$ cat src/rtl/phy_bridge_pkg.sv
package phy_bridge_pkg;

  // word indices of the access registers (byte offset / 4)
  localparam int unsigned WI_CMD   = 0;
  localparam int unsigned WI_WDATA = 1;
  localparam int unsigned WI_LANE  = 2;
  localparam int unsigned WI_RST   = 3;
  localparam int unsigned WI_RDATA = 4;
  localparam int unsigned WI_STAT  = 5;

  typedef enum logic [1:0] {
    OP_NONE  = 2'b00,
    OP_WRITE = 2'b01,
    OP_READ  = 2'b10,
    OP_BAD   = 2'b11
  } op_e;

  function automatic op_e op_of(input logic [1:0] bits);
    return op_e'(bits);
  endfunction

  // a request may start only when the old request bits were idle and the
  // new bits name exactly one operation
  function automatic logic op_starts(input logic [1:0] old_bits,
                                     input logic [1:0] new_bits);
    return (op_of(old_bits) == OP_NONE) &&
           ((op_of(new_bits) == OP_WRITE) || (op_of(new_bits) == OP_READ));
  endfunction

  function automatic logic op_is_bad(input logic [1:0] bits);
    return op_of(bits) == OP_BAD;
  endfunction

  function automatic logic op_is_idle(input logic [1:0] bits);
    return op_of(bits) == OP_NONE;
  endfunction

endpackage

$ cat src/rtl/phy_bridge_timer.sv
module phy_bridge_timer #(
  parameter int unsigned LIMIT = 64
) (
  input  logic clk,
  input  logic rst_n,
  input  logic clr,
  input  logic en,
  output logic expire
);
  localparam int unsigned CNT_W = (LIMIT > 1) ? $clog2(LIMIT) : 1;

  logic [CNT_W-1:0] cnt_q;

  always_ff @(posedge clk) begin
    if (!rst_n)       cnt_q <= '0;
    else if (clr)     cnt_q <= '0;
    else if (en)      cnt_q <= cnt_q + 1'b1;
  end

  assign expire = en && (cnt_q == CNT_W'(LIMIT - 1));

endmodule

$ cat src/rtl/phy_bridge_regs.sv
module phy_bridge_regs
  import phy_bridge_pkg::*;
#(
  parameter int unsigned ADDR_W = 5,
  parameter int unsigned DATA_W = 32,
  parameter int unsigned IDX_W  = 8
) (
  input  logic              clk,
  input  logic              rst_n,
  input  logic              host_we,
  input  logic [ADDR_W-1:0] host_addr,
  input  logic [DATA_W-1:0] host_wdata,
  output logic [DATA_W-1:0] host_rdata,
  input  logic [DATA_W-1:0] rd_data_q,
  input  logic              done_flag,
  input  logic              err_flag,
  output logic [IDX_W-1:0]  cmd_index,
  output logic              cmd_read,
  output logic              cmd_group,
  output logic [DATA_W-1:0] wdata_q,
  output logic              lane_q,
  output logic [1:0]        rst_bits_q,
  output logic              start_evt,
  output logic              clear_evt,
  output logic              bad_evt
);
  localparam int unsigned CMD_W  = IDX_W + 3;
  localparam int unsigned WR_BIT = IDX_W;
  localparam int unsigned GRP_BIT = IDX_W + 2;
  localparam int unsigned WIDX_W = ADDR_W - 2;

  logic [CMD_W-1:0]  cmd_q;
  logic [WIDX_W-1:0] widx;
  logic              cmd_wr;
  logic [1:0]        new_ops;
  logic [1:0]        old_ops;
  logic              unused_bits;

  assign widx    = host_addr[ADDR_W-1:2];
  assign cmd_wr  = host_we && (widx == WIDX_W'(WI_CMD));
  assign new_ops = host_wdata[WR_BIT+1:WR_BIT];
  assign old_ops = cmd_q[WR_BIT+1:WR_BIT];

  assign start_evt = cmd_wr && op_starts(old_ops, new_ops);
  assign clear_evt = cmd_wr && op_is_idle(new_ops);
  assign bad_evt   = cmd_wr && op_is_bad(new_ops);

  always_ff @(posedge clk) begin
    if (!rst_n) begin
      cmd_q      <= '0;
      wdata_q    <= '0;
      lane_q     <= 1'b0;
      rst_bits_q <= 2'b00;
    end else if (host_we) begin
      case (widx)
        WIDX_W'(WI_CMD):   cmd_q      <= host_wdata[CMD_W-1:0];
        WIDX_W'(WI_WDATA): wdata_q    <= host_wdata;
        WIDX_W'(WI_LANE):  lane_q     <= host_wdata[0];
        WIDX_W'(WI_RST):   rst_bits_q <= host_wdata[1:0];
        default: ;
      endcase
    end
  end

  assign cmd_index = cmd_q[IDX_W-1:0];
  assign cmd_read  = op_of(old_ops) == OP_READ;
  assign cmd_group = cmd_q[GRP_BIT];

  always_comb begin
    host_rdata = '0;
    case (widx)
      WIDX_W'(WI_CMD):   host_rdata = {{(DATA_W-CMD_W){1'b0}}, cmd_q};
      WIDX_W'(WI_WDATA): host_rdata = wdata_q;
      WIDX_W'(WI_LANE):  host_rdata = {{(DATA_W-1){1'b0}}, lane_q};
      WIDX_W'(WI_RST):   host_rdata = {{(DATA_W-2){1'b0}}, rst_bits_q};
      WIDX_W'(WI_RDATA): host_rdata = rd_data_q;
      WIDX_W'(WI_STAT):  host_rdata = {{(DATA_W-2){1'b0}}, err_flag, done_flag};
      default:           host_rdata = '0;
    endcase
  end

  assign unused_bits = ^{host_addr[1:0], host_wdata[DATA_W-1:CMD_W]};

  // a double request never raises the start event
  p_bad_no_start_r7: assert property (@(posedge clk) disable iff (!rst_n)
    bad_evt |-> !start_evt);

endmodule

$ cat src/rtl/phy_bridge_xact.sv
module phy_bridge_xact #(
  parameter int unsigned DATA_W      = 32,
  parameter int unsigned IDX_W       = 8,
  parameter int unsigned TIMEOUT_CYC = 64
) (
  input  logic              clk,
  input  logic              rst_n,
  input  logic              start_evt,
  input  logic              clear_evt,
  input  logic              bad_evt,
  input  logic              start_read,
  input  logic              start_group,
  input  logic [IDX_W-1:0]  start_index,
  input  logic [DATA_W-1:0] start_wdata,
  input  logic              phy_ack,
  input  logic [DATA_W-1:0] phy_rdata,
  output logic              phy_req,
  output logic              phy_we,
  output logic              phy_group,
  output logic [IDX_W-1:0]  phy_index,
  output logic [DATA_W-1:0] phy_wdata,
  output logic [DATA_W-1:0] rd_data_q,
  output logic              done_flag,
  output logic              err_flag
);
  logic busy_q;
  logic accept_evt;
  logic resp_evt;
  logic tmo_evt;
  logic tmr_expire;
  logic tmr_en;

  assign accept_evt = start_evt && !busy_q;
  assign resp_evt   = busy_q && phy_ack && !clear_evt;
  assign tmr_en     = busy_q && !phy_ack && !clear_evt;
  assign tmo_evt    = tmr_expire;

  phy_bridge_timer #(.LIMIT(TIMEOUT_CYC)) u_tmr (
    .clk    (clk),
    .rst_n  (rst_n),
    .clr    (accept_evt),
    .en     (tmr_en),
    .expire (tmr_expire)
  );

  always_ff @(posedge clk) begin
    if (!rst_n) begin
      busy_q    <= 1'b0;
      done_flag <= 1'b0;
      err_flag  <= 1'b0;
      phy_we    <= 1'b0;
      phy_group <= 1'b0;
      phy_index <= '0;
      phy_wdata <= '0;
      rd_data_q <= '0;
    end else if (clear_evt) begin
      busy_q    <= 1'b0;
      done_flag <= 1'b0;
      err_flag  <= 1'b0;
    end else if (accept_evt) begin
      busy_q    <= 1'b1;
      done_flag <= 1'b0;
      err_flag  <= 1'b0;
      phy_we    <= !start_read;
      phy_group <= start_group;
      phy_index <= start_index;
      phy_wdata <= start_wdata;
    end else if (resp_evt) begin
      busy_q    <= 1'b0;
      done_flag <= 1'b1;
      if (!phy_we) rd_data_q <= phy_rdata;
    end else if (tmo_evt) begin
      busy_q    <= 1'b0;
      err_flag  <= 1'b1;
    end
  end

  assign phy_req = busy_q;

  // a pending request is held until answered, timed out or cleared
  p_req_hold_r5: assert property (@(posedge clk) disable iff (!rst_n)
    (phy_req && !phy_ack && !tmo_evt && !clear_evt) |=> phy_req);

  // an answer ends the request and raises done
  p_ack_done_r5: assert property (@(posedge clk) disable iff (!rst_n)
    (phy_req && phy_ack && !clear_evt) |=> (done_flag && !phy_req));

  // read data captured with the answer
  p_rdata_cap_r6: assert property (@(posedge clk) disable iff (!rst_n)
    (phy_req && phy_ack && !phy_we && !clear_evt) |=> (rd_data_q == $past(phy_rdata)));

  // request fields do not move while the request is held
  p_fields_stable_r4: assert property (@(posedge clk) disable iff (!rst_n)
    phy_req |=> (!phy_req || ($stable(phy_index) && $stable(phy_we) &&
                              $stable(phy_group) && $stable(phy_wdata))));

  // a double request from idle leaves the bus idle
  p_bad_idle_r7: assert property (@(posedge clk) disable iff (!rst_n)
    (bad_evt && !phy_req) |=> !phy_req);

  // clearing the command word ends everything
  p_clear_r9: assert property (@(posedge clk) disable iff (!rst_n)
    clear_evt |=> (!phy_req && !done_flag && !err_flag));

  // done and error never coexist
  p_done_err_excl_r10: assert property (@(posedge clk) disable iff (!rst_n)
    !(done_flag && err_flag));

  // with no request pending the done flag only holds or clears
  p_idle_ack_r11: assert property (@(posedge clk) disable iff (!rst_n)
    (!phy_req && !clear_evt) |=> (done_flag == $past(done_flag)));

endmodule

$ cat src/rtl/phy_reg_bridge.sv
module phy_reg_bridge #(
  parameter int unsigned ADDR_W      = 5,
  parameter int unsigned DATA_W      = 32,
  parameter int unsigned IDX_W       = 8,
  parameter int unsigned TIMEOUT_CYC = 64
) (
  input  logic              clk,
  input  logic              rst_n,
  input  logic              host_we,
  input  logic [ADDR_W-1:0] host_addr,
  input  logic [DATA_W-1:0] host_wdata,
  output logic [DATA_W-1:0] host_rdata,
  output logic              phy_req,
  output logic              phy_we,
  output logic              phy_group,
  output logic [IDX_W-1:0]  phy_index,
  output logic [DATA_W-1:0] phy_wdata,
  output logic              phy_lane,
  input  logic              phy_ack,
  input  logic [DATA_W-1:0] phy_rdata,
  output logic              phy_rst,
  output logic              phy_soft_rst
);
  logic [IDX_W-1:0]  cmd_index;
  logic              cmd_read;
  logic              cmd_group;
  logic [DATA_W-1:0] wdata_q;
  logic [DATA_W-1:0] rd_data_q;
  logic [1:0]        rst_bits_q;
  logic              lane_q;
  logic              done_flag;
  logic              err_flag;
  logic              start_evt;
  logic              clear_evt;
  logic              bad_evt;
  logic              start_read;
  logic              start_group;
  logic [IDX_W-1:0]  start_index;

  phy_bridge_regs #(
    .ADDR_W (ADDR_W),
    .DATA_W (DATA_W),
    .IDX_W  (IDX_W)
  ) u_regs (
    .clk        (clk),
    .rst_n      (rst_n),
    .host_we    (host_we),
    .host_addr  (host_addr),
    .host_wdata (host_wdata),
    .host_rdata (host_rdata),
    .rd_data_q  (rd_data_q),
    .done_flag  (done_flag),
    .err_flag   (err_flag),
    .cmd_index  (cmd_index),
    .cmd_read   (cmd_read),
    .cmd_group  (cmd_group),
    .wdata_q    (wdata_q),
    .lane_q     (lane_q),
    .rst_bits_q (rst_bits_q),
    .start_evt  (start_evt),
    .clear_evt  (clear_evt),
    .bad_evt    (bad_evt)
  );

  // the transaction takes its fields from the command being written
  assign start_index = host_wdata[IDX_W-1:0];
  assign start_read  = host_wdata[IDX_W+1];
  assign start_group = host_wdata[IDX_W+2];

  phy_bridge_xact #(
    .DATA_W      (DATA_W),
    .IDX_W       (IDX_W),
    .TIMEOUT_CYC (TIMEOUT_CYC)
  ) u_xact (
    .clk         (clk),
    .rst_n       (rst_n),
    .start_evt   (start_evt),
    .clear_evt   (clear_evt),
    .bad_evt     (bad_evt),
    .start_read  (start_read),
    .start_group (start_group),
    .start_index (start_index),
    .start_wdata (wdata_q),
    .phy_ack     (phy_ack),
    .phy_rdata   (phy_rdata),
    .phy_req     (phy_req),
    .phy_we      (phy_we),
    .phy_group   (phy_group),
    .phy_index   (phy_index),
    .phy_wdata   (phy_wdata),
    .rd_data_q   (rd_data_q),
    .done_flag   (done_flag),
    .err_flag    (err_flag)
  );

  assign phy_lane     = lane_q;
  assign phy_rst      = rst_bits_q[1];
  assign phy_soft_rst = rst_bits_q[0];

  // a running request always matches a stored command (index agrees)
  p_req_matches_cmd_r4: assert property (@(posedge clk) disable iff (!rst_n)
    (phy_req && !clear_evt) |-> (phy_index == cmd_index && phy_group == cmd_group &&
                                 phy_we == !cmd_read));

endmodule

$ cat config.mk
export PLATFORM = sky130hd
export DESIGN_NAME = phy_reg_bridge
export DESIGN_NICKNAME = d
export VERILOG_FILES = /design/src/rtl/phy_bridge_pkg.sv /design/src/rtl/phy_bridge_timer.sv /design/src/rtl/phy_bridge_regs.sv /design/src/rtl/phy_bridge_xact.sv /design/src/rtl/phy_reg_bridge.sv
export SDC_FILE = /design/constraint.sdc
export NUM_CORES = 1
export LEC_CHECK = 0
export BUFFER_PORTS_ARGS = -buffer_cell sky130_fd_sc_hd__buf_2
export CAP_MARGIN = 0
export CORE_UTILIZATION = 50
export CTS_CLUSTER_DIAMETER = 200
export DETAILED_ROUTE_END_ITERATION = 12
export PLACE_DENSITY = 0.88
export SYNTH_ARGS = -nofsm -noshare
export SYNTH_HDL_FRONTEND = slang
export SYNTH_SLANG_ARGS = --single-unit
export TNS_END_PERCENT = 50
$ cat constraint.sdc
create_clock -name clk -period 5 [get_ports clk]
set_input_delay 0.75 -clock clk [delete_from_list [all_inputs] [get_ports clk]]
set_output_delay 0.75 -clock clk [all_outputs]
set_load 0.01 [all_outputs]
# Word-level counts from Yosys, hierarchy flattened
# Index checks and enable logic that the tools add are counted.
# op_classes
addsub	1
eq_ne	8
mux	4
n_bitwise	5
n_reduce_logical	29
# op_table
operator	n
one-hot mux 32 bit (6 select lines)	1
AND reduction 2 bit	6
logical AND 1 bit	10
adder 6 x 1 -> 6 bit, second input constant	1
== test 3 x 2 -> 1 bit, second input constant	2
== test 3 bit, second input constant	2
== test 6 bit, second input constant	1
inverter 1 bit	5
zero test 1 bit	4
zero test 2 bit	2
AND reduction 4 bit	1
OR reduction 2 bit	2
== test 3 x 1 -> 1 bit, second input constant	1
zero test 3 bit	1
two-way mux 1 bit	3
nonzero test 3 bit	1
OR reduction 3 bit	1
== test 2 x 1 -> 1 bit, second input constant	1
== test 2 bit, second input constant	1
logical OR 1 bit	1
# totals
regBits	129
elab_cells	60

# Depth between registers and ports, before layout
# logic_depth
depth_word	9
depth_mapped	7

# By module
# Synthesis repeated with hierarchy kept, for this count alone.
# unflattened
hier_cells	667
area_unflattened_um2	5614.1
# by_module_without_submodules
module	instances	cells_per_inst	area_each_um2	seq_area_each_um2
phy_bridge_xact	1	345	2920.3	1541.5
phy_bridge_regs	1	295	2441.1	920.9
phy_bridge_timer	1	27	252.7	120.1

# Worst setup path after synthesis
# Ideal clock, no wire load.
# synth_timing
path_kind	input-to-output
startpoint	input host_addr[4]
endpoint	output host_rdata[11]
arrival_ps	1823
t_required_ps	4250
setup_slack_ps	2427
path_stages	4
n_path_buf	2
cell_sequence	clkbuf_1 nor3b_1 clkbuf_1 a22o_1
# synth_via
elab_chain_len	2
# synth_rtl
item	line_no	text
start, declared	phy_reg_bridge.sv:10	input logic [ADDR_W-1:0] host_addr,
== test 3 bit (tied with other cells)	phy_bridge_regs.sv:71	case (widx)
one-hot mux 32 bit (6 select lines) (*)	phy_bridge_regs.sv:71	
end, declared	phy_reg_bridge.sv:12	output logic [DATA_W-1:0] host_rdata,
# Every way passes the cells marked *; elsewhere a longest branch is shown, timed or not.

# Worst setup path after layout
# layout_timing
startpoint	input host_addr[2]
endpoint	output host_rdata[18]
# Same word-level chain as after synthesis.

==> reports/results.txt <==
routability cong. - 0.818
total global-route track usage - 23.4%
die width - 110 µm
Initial Utilization - 52.4%
fill count - 906
crit path DAT - 2690 ps
Hold WC Path Type - reg2reg
WL final - 13.9 mm
CP Launch Type - primary input
buffers added on ports - 148
Synth Cell Area - 5810 µm²
synthesized area per cell - 8.77 µm²
post-synth top area share - 44.5%
Synth Area in Adders - 0.431%
status - complete, no violations
warning count from the yosys run - 0
Setup Viol. Count Final - 0
Max clock buf depth - 2
crit path kind - in2out
area of the core - 11100 µm²
main combinational cell family by area after synthesis - simple AND/OR/NAND/NOR gates
R2R cell count - 4
post-layout min period - 3440 ps
setup tns final - 0 ps
Routed Antenna Nets - 0
WHS Path Cells - 2
number of synthesized register bits - 129
first-pass GRT wire length - 21.7 mm
synthesized net count - 737
Simple-Gate Fraction of Synth Area - 19.8%
Yosys top cell by area - dfxtp_1
dpl cells - 901
DRC Markers - 0
CTS tree - built
Post-synth top cells - nand2_1 (238), dfxtp_1 (129), mux2i_1 (94)
Power per Cell Area - 334 nW/µm²
post-CTS setup buffer count - 0
CTS sink count - 129
H-tree Lvls - 4
ys flop type - dfxtp_1
initial antenna violation count - 0
Ports - 151
hold_ws - 451 ps
DR WL/cell - 14.9 µm
Netlist cell types - 36
vias - 4920
RSZ-0062 raised after global routing - no
CP Data Required Time - 4250 ps
Post-synth EDFFs - 0
largest net degree at the start of global routing - 147
worst vdd ir - 302 µV
Worst Hold End - u_regs.cmd_q[4]
Final Max Slew Viols - 0
Synth Area in XOR/XNOR - 0%
Vias/cell - 5.27
worst-path fanout max - 22
drt first pass iters - 4
Worst-path clk slew - 60 ps
CTS Buf Count - 17
total gr overflow - 0
RR Endpoint - u_xact.phy_wdata[21]
share of flip-flops with an asynchronous set or reset - 0%
quantity of gates resized following cts - 0
detailed placement HPWL - 8.96 mm
root buffer cell - clkbuf_16
Iteration-0 DRC Markers - 351
compound-gate portion of the synthesized area - 13.4%
Die H - 110 µm
share of cells above drive strength 1 - 24.1%
Slew @ Worst Pin - 1110 ps
vias in the first global route - 4536
row count - 38
reg-to-reg critical path startpoint - u_xact.phy_req
max-cap violations - 0
hold buffers post-CTS - 0
relative slew slack - 25.9%
Final Cycle Share - 68.7%
Final Util - 64.1%
Total Power - 2.37 mW
proportion of synthesized area in mux cells - 16.6%
diode count - 0
worst hold start - u_regs.cmd_q[4]
main area contributors after synthesis - dfxtp_1 (44%), mux2i_1 (16%), nand2_1 (15%)
clk_lat worst skew - 400 ps
nets - 855
FMAX - 291 MHz
fin cells - 933
Hold Violations, Final - 0
die area - 12100 µm²
Leakage - 2.86 nW
Worst Setup End Kind - output pin
Max Clock Skew - 5.00 ps
most frequent cell after synthesis - nand2_1
r2r setup slk - 2870 ps
post-synthesis sequential area ratio - 44.5%
area grow syn2layout - 22.2%
Mapped Cells - 662
[placed cells by master, fill, tap and decap left out, drive strengths merged]
cell type  instances
clkinvlp           3
o21a               1
bufinv             2
o221ai             1
a221oi             1
a211oi             6
or4b               2
a2bb2oi           10
a21oi              2
o21ai              6
inv                5
nor4bb             2
nand3              2
mux2i             94
nand4bb            1
dfxtp            129
a21boi            43
nor3               1
ha                 2
clkinv             5
nor3b              1
nor2b              9
nand4b             3
nor2              10
o211ai             7
mux4               1
buf              155
nor4b              1
or4                1
clkbuf            22
nand4              1
o22ai              1
a22o              22
nand2            238
nand2b             3
[cells by family (layout without fill, tap and decap cells)]
kind of cell | Yosys count | count (layout)
and+or+nand+nor | 275 | 275
DFF | 129 | 129
AOI/OAI and AO/OA | 100 | 100
muxes | 95 | 95
buffers and inverters | 61 | 192
adders and majority gates | 2 | 2
[through the flow]
step                setup slack (ps)  area (µm²)
global route                    1480        7100
detailed placement              1600        6530
finish                          1560        7100
global placement                1620        6530
floorplan                       2430        5810
CTS                             1610        7100
[area by class of cell]
type | instances | area, µm² | share of cell area (%)
clock inverters | 10 | 111 | 1.57
well taps | 140 | 175 | 2.47
inverters | 5 | 18.8 | 0.264
flip-flops and latches | 129 | 2580 | 36.4
multi-input cells | 472 | 2960 | 41.6
clock buffers | 22 | 454 | 6.40
repair buffers | 155 | 800 | 11.3
[routing by layer]
| metal | global-route usage [%] | routed length (µm) | share of wire [%] |
|---|---|---|---|
| met5 | 0 | 0 | 0 |
| met4 | 7.33 | 125 | 0.90 |
| met3 | 6.05 | 736 | 5.3 |
| met2 | 39.2 | 6720 | 48 |
| met1 | 29.4 | 6330 | 46 |
[worst max path at each step]
stage / start / end / slack, ps
floorplan: host_addr[4] / host_rdata[11] / 2430
global placement: host_addr[2] / host_rdata[19] / 1620
global route: host_addr[2] / host_rdata[23] / 1480
detailed placement: host_addr[2] / host_rdata[18] / 1600
finish: host_addr[2] / host_rdata[18] / 1560
CTS: host_addr[2] / host_rdata[18] / 1610
[worst max-delay path: stages]
cell and delay [ps]:
buf_2 480, nand2b_1 180, nor2_2 860, a22o_1 260
buf_2 140
[report_power, final]
part / internal [mW] / switching [mW] / total (mW) / leakage [nW]
Combinational: 0.0576 / 0.0877 / 0.145 / 1.55
Sequential: 1.04 / 0.00731 / 1.05 / 1.04
Clock: 0.744 / 0.432 / 1.18 / 0.270
Total: 1.84 / 0.527 / 2.37 / 2.86
[registers in the layout, indices dropped and copies added, names as in the netlist, 2 cells and up]
name / cells
u_xact.phy_wdata: 32
u_xact.rd_data_q: 32
u_xact.phy_index: 8
u_xact.u_tmr.cnt_q: 6
u_regs.wdata_q: 32
u_regs.cmd_q: 11
u_regs.rst_bits_q: 2
(Power assumes the default switching activity.)
